`src/rtl/uart_rxq_pkg.sv`:
```
package uart_rxq_pkg;

  localparam int MAX_FRAME = 12;
  localparam logic [7:0] CTL_KEEP = 8'hC9;

  typedef enum logic [1:0] {
    TRIG_1  = 2'b00,
    TRIG_4  = 2'b01,
    TRIG_8  = 2'b10,
    TRIG_14 = 2'b11
  } trig_sel_e;

  function automatic logic [4:0] trig_bytes(input logic [1:0] sel);
    case (trig_sel_e'(sel))
      TRIG_1:  return 5'd1;
      TRIG_4:  return 5'd4;
      TRIG_8:  return 5'd8;
      default: return 5'd14;
    endcase
  endfunction

  // start + data + optional parity + stop
  function automatic logic [3:0] frame_bits(input logic [3:0] fmt);
    return 4'd1 + (4'd5 + {2'b00, fmt[1:0]}) + {3'b000, fmt[3]} + (fmt[2] ? 4'd2 : 4'd1);
  endfunction

endpackage

```
`src/rtl/rxq_store.sv`:
```
module rxq_store #(
  parameter int DW    = 8,
  parameter int DEPTH = 16,
  localparam int AW   = $clog2(DEPTH),
  localparam int CW   = AW + 1
) (
  input  logic          clk,
  input  logic          rst,
  input  logic          clr,
  input  logic          wr_en,
  input  logic [DW-1:0] wr_data,
  input  logic          rd_req,
  input  logic          rd_ok,
  output logic [DW-1:0] rd_data,
  output logic [CW-1:0] count
);

  logic [DW-1:0] mem [DEPTH];
  logic [AW-1:0] head, tail;

  always_ff @(posedge clk) begin
    if (wr_en) mem[head] <= wr_data;
  end

  always_ff @(posedge clk) begin
    if (rst) begin
      rd_data <= '0;
    end else if (rd_req) begin
      rd_data <= rd_ok ? mem[tail] : '0;
    end
  end

  always_ff @(posedge clk) begin
    if (rst || clr) begin
      head  <= '0;
      tail  <= '0;
      count <= '0;
    end else begin
      if (wr_en) head <= head + 1'b1;
      if (rd_ok) tail <= tail + 1'b1;
      count <= count + CW'(wr_en) - CW'(rd_ok);
    end
  end

endmodule

```
`src/rtl/rxq_chartime.sv`:
```
module rxq_chartime
  import uart_rxq_pkg::*;
#(
  parameter int TICKS_PER_BIT = 16,
  parameter int TMO_CHARS     = 4,
  localparam int TW = $clog2(MAX_FRAME * TICKS_PER_BIT * TMO_CHARS + 1)
) (
  input  logic          clk,
  input  logic          rst,
  input  logic [3:0]    fmt,
  output logic [TW-1:0] limit
);

  localparam int PER_FRAME_BIT = TICKS_PER_BIT * TMO_CHARS;

  always_ff @(posedge clk) begin
    if (rst) limit <= TW'(7 * PER_FRAME_BIT);
    else     limit <= TW'(frame_bits(fmt)) * TW'(PER_FRAME_BIT);
  end

endmodule

```
`src/rtl/rxq_timeout.sv`:
```
module rxq_timeout #(
  parameter int TW = 10
) (
  input  logic          clk,
  input  logic          rst,
  input  logic          restart,
  input  logic          cancel,
  input  logic          clear,
  input  logic          tick,
  input  logic          has_data,
  input  logic [TW-1:0] limit,
  output logic          pend
);

  logic          armed;
  logic [TW-1:0] cnt;

  always_ff @(posedge clk) begin
    if (rst) begin
      armed <= 1'b0;
      cnt   <= '0;
      pend  <= 1'b0;
    end else begin
      if (clear) pend <= 1'b0;
      if (cancel) begin
        armed <= 1'b0;
        cnt   <= '0;
      end else if (restart) begin
        armed <= 1'b1;
        cnt   <= '0;
      end else if (armed && tick) begin
        if (cnt == limit - 1'b1) begin
          armed <= 1'b0;
          cnt   <= '0;
          if (has_data && !clear) pend <= 1'b1;
        end else begin
          cnt <= cnt + 1'b1;
        end
      end
    end
  end

endmodule

```
`src/rtl/uart_rx_queue.sv`:
```
module uart_rx_queue
  import uart_rxq_pkg::*;
#(
  parameter int DW            = 8,
  parameter int DEPTH         = 16,
  parameter int TICKS_PER_BIT = 16,
  parameter int TMO_CHARS     = 4,
  localparam int AW = $clog2(DEPTH),
  localparam int CW = AW + 1,
  localparam int TW = $clog2(MAX_FRAME * TICKS_PER_BIT * TMO_CHARS + 1)
) (
  input  logic          clk,
  input  logic          rst,
  input  logic          rx_valid,
  input  logic [DW-1:0] rx_data,
  input  logic          rx_break,
  input  logic          ctl_wr,
  input  logic [7:0]    ctl_data,
  input  logic [3:0]    line_fmt,
  input  logic          baud_tick,
  input  logic          rd_en,
  output logic [DW-1:0] rd_data,
  output logic [CW-1:0] level,
  output logic          data_ready,
  output logic          brk_ind,
  output logic          trig_hit,
  output logic          tmo_pend,
  output logic          overrun,
  output logic [7:0]    ctl_q,
  output logic          txq_flush
);

  logic          fifo_on, ctl_change, en_toggle, rx_clr, tx_clr;
  logic          pop_ok, in_req, full_eff, push_ok;
  logic [CW-1:0] cap, lvl_next;
  logic [DW-1:0] in_byte;
  logic [TW-1:0] limit;
  logic          tm_restart, tm_cancel, tm_clear;
  logic          brk_q, ovr_q, txf_q;

  assign fifo_on    = ctl_q[0];
  assign ctl_change = ctl_wr && (ctl_data != ctl_q);
  assign en_toggle  = ctl_data[0] ^ ctl_q[0];
  assign rx_clr     = ctl_change && (ctl_data[1] || en_toggle);
  assign tx_clr     = ctl_change && (ctl_data[2] || en_toggle);

  always_ff @(posedge clk) begin
    if (rst) begin
      ctl_q <= '0;
      txf_q <= 1'b0;
    end else begin
      txf_q <= tx_clr;
      if (ctl_change) ctl_q <= ctl_data & CTL_KEEP;
    end
  end

  assign cap      = fifo_on ? CW'(DEPTH) : CW'(1);
  assign pop_ok   = rd_en && !rx_clr && (level != '0);
  assign full_eff = (level >= cap) && !pop_ok;
  assign in_req   = (rx_valid || rx_break) && !rx_clr;
  assign push_ok  = in_req && !full_eff;
  assign in_byte  = rx_break ? '0 : rx_data;
  assign lvl_next = level + CW'(push_ok) - CW'(pop_ok);

  rxq_store #(.DW(DW), .DEPTH(DEPTH)) u_store (
    .clk     (clk),
    .rst     (rst),
    .clr     (rx_clr),
    .wr_en   (push_ok),
    .wr_data (in_byte),
    .rd_req  (rd_en && !rx_clr),
    .rd_ok   (pop_ok),
    .rd_data (rd_data),
    .count   (level)
  );

  rxq_chartime #(.TICKS_PER_BIT(TICKS_PER_BIT), .TMO_CHARS(TMO_CHARS)) u_ctime (
    .clk   (clk),
    .rst   (rst),
    .fmt   (line_fmt),
    .limit (limit)
  );

  assign tm_restart = fifo_on && (push_ok || (pop_ok && lvl_next != '0));
  assign tm_cancel  = rx_clr || (pop_ok && lvl_next == '0);
  assign tm_clear   = rx_clr || rd_en;

  rxq_timeout #(.TW(TW)) u_tmo (
    .clk      (clk),
    .rst      (rst),
    .restart  (tm_restart),
    .cancel   (tm_cancel),
    .clear    (tm_clear),
    .tick     (baud_tick),
    .has_data (level != '0),
    .limit    (limit),
    .pend     (tmo_pend)
  );

  always_ff @(posedge clk) begin
    if (rst || rx_clr) begin
      brk_q <= 1'b0;
      ovr_q <= 1'b0;
    end else begin
      if (rx_break) brk_q <= 1'b1;
      else if (pop_ok && lvl_next == '0) brk_q <= 1'b0;
      if (in_req && full_eff) ovr_q <= 1'b1;
    end
  end

  assign brk_ind    = brk_q;
  assign overrun    = ovr_q;
  assign txq_flush  = txf_q;
  assign data_ready = (level != '0);
  assign trig_hit   = fifo_on ? (level >= CW'(trig_bytes(ctl_q[7:6]))) : (level != '0);

endmodule

```
`config.mk`:
```
export PLATFORM = sky130hd
export DESIGN_NAME = uart_rx_queue
export DESIGN_NICKNAME = d
export VERILOG_FILES = /design/src/rtl/uart_rxq_pkg.sv /design/src/rtl/rxq_store.sv /design/src/rtl/rxq_chartime.sv /design/src/rtl/rxq_timeout.sv /design/src/rtl/uart_rx_queue.sv
export SDC_FILE = /design/constraint.sdc
export NUM_CORES = 1
export LEC_CHECK = 0
export BUFFER_PORTS_ARGS = -buffer_cell sky130_fd_sc_hd__clkbuf_2
export CORE_AREA = 2 2 134 136
export DETAILED_ROUTE_END_ITERATION = 12
export DIE_AREA = 0 0 136 138
export GPL_TIMING_DRIVEN = 0
export PLACE_DENSITY = 0.57
export SLEW_MARGIN = 25
export SYNTH_ARGS = -nofsm -noshare
export SYNTH_HDL_FRONTEND = slang
export SYNTH_SLANG_ARGS = --single-unit
```
`constraint.sdc`:
```
create_clock -name clk -period 6.55 [get_ports clk]
set_input_delay 0.655 -clock clk [delete_from_list [all_inputs] [get_ports clk]]
set_output_delay 0.655 -clock clk [all_outputs]
set_load 0.05 [all_outputs]
```
[After elaboration in Yosys (flattened, before gate mapping)]
Memory sizes are Yosys's and may differ from the RTL's. A register that Yosys moved wholly into a read port is not among the register bits.
Index checks and enable logic that the tools add are counted.
Operators by class
  add/subtract/negate cells: 10
  $lt $le $gt $ge: 2
  equality and inequality tests: 4
  muxes and demuxes: 22
  bitwise operators: 1
  reductions and logical operators: 35
Operators by type and width (number)
  two-way mux 8 bit: 2
  logical AND 1 bit: 14
  two-way mux 1 bit: 14
  one-hot mux 4 bit (3 select lines): 1
  adder 10 x 1 -> 10 bit (second input constant): 1
  equality test 10 bit: 1
  greater-or-equal comparator 5 bit: 2
  two-way mux 10 bit: 1
  nonzero test 5 bit: 2
  subtractor 10 x 1 -> 10 bit (second input constant): 1
  adder 4 x 1 -> 4 bit (second input constant): 2
  two-way mux 4 bit: 2
  inequality test 8 bit: 1
  logical OR 1 bit: 7
  nonzero test 2 bit: 3
  adder 5 x 1 -> 5 bit: 1
  zero test 5 bit: 1
  two-way mux 5 bit: 1
  subtractor 5 x 1 -> 5 bit: 1
  adder 1 x 4 -> 4 bit (first input constant): 1
  adder 3 x 2 -> 4 bit (first input constant): 1
  adder 4 x 1 -> 4 bit: 1
  adder 4 bit: 1
  zero test 1 bit: 4
  other kinds (8): 8
Word-level totals
  flip-flop bits (word level): 50
  RAM bits: 128
  input bits: 27
  output and inout bits: 27
  logic and storage cells: 88
  memories: 1
Memories
  u_store.mem: words 16, width 8, read ports 1, clocked after memory_dff 1, wr ports 1, line rxq_store.sv:18  | logic [DW-1:0] mem [DEPTH];

[Logic depth before layout (Yosys ltp)]
  depth after elaboration: 18
  depth in mapped cells: 15
  mapped depth without buffers: 14

[By module]
From an unflattened synthesis, not the netlist that was laid out.
Unflattened totals
  cells, all modules: 562
  area, all modules: 8122.8 µm²
By module, submodules not included
  rxq_store: instances 1, cells an instance 323, area each 6060.8 µm², sequential area each 4344.2 µm²
  rxq_timeout: instances 1, cells an instance 114, area each 996.0 µm², sequential area each 240.2 µm²
  uart_rx_queue: instances 1, cells an instance 102, area each 842.1 µm², sequential area each 140.1 µm²
  rxq_chartime: instances 1, cells an instance 23, area each 224.0 µm², sequential area each 80.1 µm²

[Worst setup path after synthesis]
OpenSTA, ideal clock, no wires.
  path type: register to register
  from: register ctl_q[0]
  to: register u_tmo.cnt[0]
  setup time: 0.129 ns
  data arrival time: 3.459 ns
  data required time: 6.421 ns
  path slack: 2.963 ns
  cell stages (with the launch flop): 16
  path buffers: 1
  period minus slack after synthesis: 3.587 ns
  cells stage by stage: dfxtp_1 inv_1 ha_1 nand3b_1 a41oi_1 o21bai_4 and2_4 buf_6 ha_1 fa_1 nand2b_1 a21oi_1 xnor2_1 a41oi_1 o211ai_2 nor2_1
Between the ends
  word-level cells in the longest chain between the ends: 17
  elaborated cells between the ends (all ways): 25
  classes of those cells: 2 x add/sub; 1 x order compare; 1 x eq/ne; 1 x mux; 1 x bitwise; 19 x reduce/logical
Ends and longest elaborated chain
  from (decl): line uart_rx_queue.sv:29  | output logic [7:0] ctl_q,
  from (signal assigned): line uart_rx_queue.sv:53  | if (ctl_change) ctl_q <= ctl_data & CTL_KEEP;
  inequality test 8 bit / XOR 1 bit (equally long branches): line uart_rx_queue.sv:42, uart_rx_queue.sv:43
  logical AND 1 bit / logical OR 1 bit (equally long branches): line uart_rx_queue.sv:42, uart_rx_queue.sv:44
  logical AND 1 bit: line uart_rx_queue.sv:44  | assign rx_clr = ctl_change && (ctl_data[1] || en_toggle);
  zero test 1 bit: line uart_rx_queue.sv:58, uart_rx_queue.sv:60
  logical AND 1 bit (2 in series): line uart_rx_queue.sv:58  | assign pop_ok = rd_en && !rx_clr && (level != '0);
  zero test 1 bit: line uart_rx_queue.sv:59  | assign full_eff = (level >= cap) && !pop_ok;
  logical AND 1 bit: line uart_rx_queue.sv:59
  zero test 1 bit: line uart_rx_queue.sv:61  | assign push_ok = in_req && !full_eff;
  logical AND 1 bit *: line uart_rx_queue.sv:61
  named net push_ok: line uart_rx_queue.sv:34  | logic pop_ok, in_req, full_eff, push_ok;
  adder 5 x 1 -> 5 bit: line uart_rx_queue.sv:63  | assign lvl_next = level + CW'(push_ok) - CW'(pop_ok);
  subtractor 5 x 1 -> 5 bit: line uart_rx_queue.sv:63
  nonzero test 5 bit: line uart_rx_queue.sv:84  | assign tm_restart = fifo_on && (push_ok || (pop_ok && lvl_next != '0));
  logical AND 1 bit: line uart_rx_queue.sv:84
  logical OR 1 bit: line uart_rx_queue.sv:84
  logical AND 1 bit: line uart_rx_queue.sv:84
  OR reduction 3 bit (no source line) *
  to (signal assigned): line rxq_timeout.sv:37  | cnt <= cnt + 1'b1;
  to (decl): line rxq_timeout.sv:16  | logic [TW-1:0] cnt;
The timed path passes the listed nets; every way through them passes the cells marked *.
A chain may end at the register's enable or synchronous reset.

[Worst setup path after layout]
  from: register u_store.count[2]
  to: register u_tmo.cnt[4]
Between the ends
  word-level cells in the longest chain between the ends: 13
  elaborated cells between the ends (all ways): 17
  classes of those cells: 2 x add/sub; 1 x order compare; 14 x reduce/logical
Ends and longest elaborated chain
  from (decl): line rxq_store.sv:15  | output logic [CW-1:0] count
  from (signal assigned): line rxq_store.sv:41  | count <= count + CW'(wr_en) - CW'(rd_ok);
  branches (longest 3 deep; another with greater-or-equal comparator 5 bit)
  logical AND 1 bit *: line uart_rx_queue.sv:59
  zero test 1 bit *: line uart_rx_queue.sv:61
  logical AND 1 bit *: line uart_rx_queue.sv:61
  named net push_ok: line uart_rx_queue.sv:34
  adder 5 x 1 -> 5 bit: line uart_rx_queue.sv:63
  subtractor 5 x 1 -> 5 bit: line uart_rx_queue.sv:63
  nonzero test 5 bit: line uart_rx_queue.sv:84
  logical AND 1 bit: line uart_rx_queue.sv:84
  logical OR 1 bit: line uart_rx_queue.sv:84
  logical AND 1 bit: line uart_rx_queue.sv:84
  OR reduction 3 bit (no source line) *
Mark *: on every way through the listed nets, which the timed path passes.

==> results.ini <==
[clocking]
clockBufferDepth = 2
cts_tree = built
clk_pin_slew_ns = 0.07
post_cts_buffers = 0
clk_latency_ns = 0.44
ctsHtreeMaxLevel = 4
cts.sinks = 176
numCtsBuffers = 17
clockRootBuffer = clkbuf_16
holdBufCountCts = 0
cts_resized = 0

[floorplanning]
die_w_um = 136
start_util_pct = 41.9
rows = 49
fp.coreArea_mm2 = 0.0175
die_area_mm2 = 0.0188
top_level_ports = 54
die_y_um = 138

[yosys]
yosysWarnings = 0
synth_edf_count = 128
synthFlopType = edfxtp_1
yosys-top-cells-area = edfxtp_1 52%, dfxtp_1 13%, mux4_2 12%
postSynthCellCount = 473
yosysMostFrequentCell = edfxtp_1
postSynthAreaPerCell_um2 = 15.5
yosysTopAreaCellShare_pct = 52.3
synth_common_cells = 128 x edfxtp_1, 48 x dfxtp_1, 47 x nor2_1, 40 x mux4_2, 29 x inv_1
syn-cell-area_mm2 = 0.00735
synth_top_area_cell = edfxtp_1
synth.yosys.seq_area_share_pct = 65.3
synth_cell_types = 43
synth_async_sr_flop_share_pct = 0
synth-seq-cells = 176

[route]
drtAntennaViolNets = 0
drc = 0
drt_iter0_drc = 255
wl_per_cell_um = 19.2
wl_um = 15100
vias = 4019
first_pass_iters = 5
vias_per_cell = 5.11

[setup_path]
crit_type = flip-flop to flip-flop
endpoint_kind = flip-flop
crit_end = u_tmo.cnt[4]
critPathSlowestCell = o211ai_2
cp-startpoint = u_store.count[2]
critPathMostFrequentCell = ha_1
cp_max_fo = 9
worstReg2RegStart = u_store.count[2]
crit_arrival_ns = 4.09
reg2reg_depth = 14
crit_required_ns = 6.86
start_kind = flip-flop
cp_slowest_stage_delay_ns = 0.45
ff2ff_setup_slack_ns = 2.77
crit_chain = inv_1 > ha_1 > nor4b_1 > a211oi_1 > o21bai_4 > and2_4 > buf_6 > ha_1 > fa_1 > xnor2_1 > nor3_1 > a41oi_1 > o211ai_2 > nor2_1
r2r_end = u_tmo.cnt[4]

[layout]
antennaDiodeCount = 0
multi_input_area_mm2 = 0.00237
fill_cells = 1526
areaGrowthSynthToFinish_pct = 15.9
layout.nets = 598
seq_area_mm2 = 0.00480
utilization_pct = 48.6
drive_gt1_share_pct = 27.6

[global_routing]
grt_max_degree = 18
first_global_vias = 4037
antenna_found_initial = 0
overflow = 0
grt_usage_pct = 17.2
grt_pass1_wl_um = 23300

[pwr]
cellLeakagePower_uw = 0.00303
ir_worst_vdd_v = 0.000244
power-per-cell-area_mw_per_mm2 = 351

[timing]
worst_pin_slew_ns = 0.881
slew_headroom_pct = 41.1
setup_viol = 0
rsz0062_at_grt = false
period_share_pct = 57.7
hold_violations = 0
clock.fmax_mhz = 265
drv_slew = 0
fin_tns_setup_ns = 0
period_minus_slack_ns = 3.78
fin_skew_ns = 0.00907

[min_path]
hp-class = flip-flop to flip-flop

[placement]
gp_congestion = 0.790
hpwlAfterDp_um = 10500
port_buffers = 46

[job]
drv_cap = 0

[run_status]
outcome = complete, no violations

[report_power, final]
group | internal (uW) | switching (uW)
clock network | 521 | 453
registers | 1260 | 34.5
logic | 275 | 456
[metal layers]
layer	routed length, um	up-vias	track usage, %
met3	608	20	3.81
met4	308	0	6.85
met5	0	-	0
met2	7300	81	26.7
li1	-	1883	-
met1	6920	2035	23.7
[per-stage QoR]
step / instances / total power [uW] / cell area [um2] / hold WS [ns] / setup WS (ns)
finish: 787 / 2990 / 8520 / 0.452 / 2.77
detailed placement: 755 / 2050 / 7940 / 0.444 / 2.82
global route: 787 / 3130 / 8520 / 0.478 / 2.41
CTS: 787 / 3020 / 8510 / 0.448 / 2.79
global placement: 751 / 2030 / 7880 / 0.436 / 2.88
floorplan: 476 / 1870 / 7370 / 0.431 / 2.96
[layout by cell type, fill, tap and decap left out, types with 3 or more instances in the layout]
cell       Yosys  final
mux4_2        40     40
nand3_1        5      5
nand2b_1       8      8
inv_6          0      7
nor3_2         0      4
clkbuf_2       0     46
xor2_1        12     12
nor3_1         7      3
mux2i_1        6      6
ha_1          24     24
nand4_1        4      4
dfxtp_1       48     48
nor2b_2        0      8
xnor2_1       14     14
and3_1         4      4
inv_1         29     29
edfxtp_1     128    128
buf_6          4      4
conb_1         1      4
clkbuf_1       5      6
a21oi_1       10      9
nor2b_1       11      3
nand2_1       18     18
buf_4          5      9
o21ai_0       10     10
nor2_1        47     47
and2_1         4      4
buf_1          5      5
clkbuf_16      0     18
[state kept, by name, indices dropped and copies added, names as in the netlist, 4 cells and up, named ones only]
name and count:
ctl_q 4, u_ctime.limit 4, u_store.count 5, u_store.head 4, u_store.mem 128, u_store.rd_data 8
u_store.tail 4, u_tmo.cnt 10
[logic make-up after synthesis]
family	after synthesis	synth area share [%]
AOI/OAI and AO/OA	32	2.91
other	1	0.0510
buffers and inverters	50	3.25
xor gates and xnor gates	26	3.10
DFF	176	65.3
adders and majority gates	26	4.63
and+or+nand+nor	116	7.67
muxes	46	13.1
[how the worst min path moves through the flow]
| stage | from | end | slack, ns | depth (start not counted) |
|---|---|---|---|---|
| final | u_tmo.armed | u_tmo.armed | 0.45 | 2 |
| after global routing | u_tmo.armed | u_tmo.armed | 0.48 | 2 |
| after CTS | ctl_data[6] | ctl_q[6] | 0.45 | 3 |
| after floorplan | u_tmo.armed | u_tmo.armed | 0.43 | 2 |
| after detailed placement | u_store.rd_data[4] | u_store.rd_data[4] | 0.44 | 2 |
| after global placement | u_store.rd_data[0] | u_store.rd_data[0] | 0.44 | 2 |
[worst max-delay path: cells and delay by family, from the launching register on]
| family | cells | cell delay, ns |
|---|---|---|
| compound gates | 4 | 1.07 |
| flops | 1 | 0.35 |
| fa+ha+maj | 3 | 0.81 |
| simple gates | 4 | 1.00 |
| buf+inv | 2 | 0.26 |
| xor+xnor | 1 | 0.15 |
[cell type report]
cell class	instances	share of cell area, %
repair buffers	50	3.05
inverters	29	1.28
clock buffers	19	5.33
well taps	229	3.36
flip-flops and latches	176	56.4
clock inverters	13	1.31
multi-input cells	250	27.8
plain buffers	21	1.53
(Power assumes the default switching activity.)
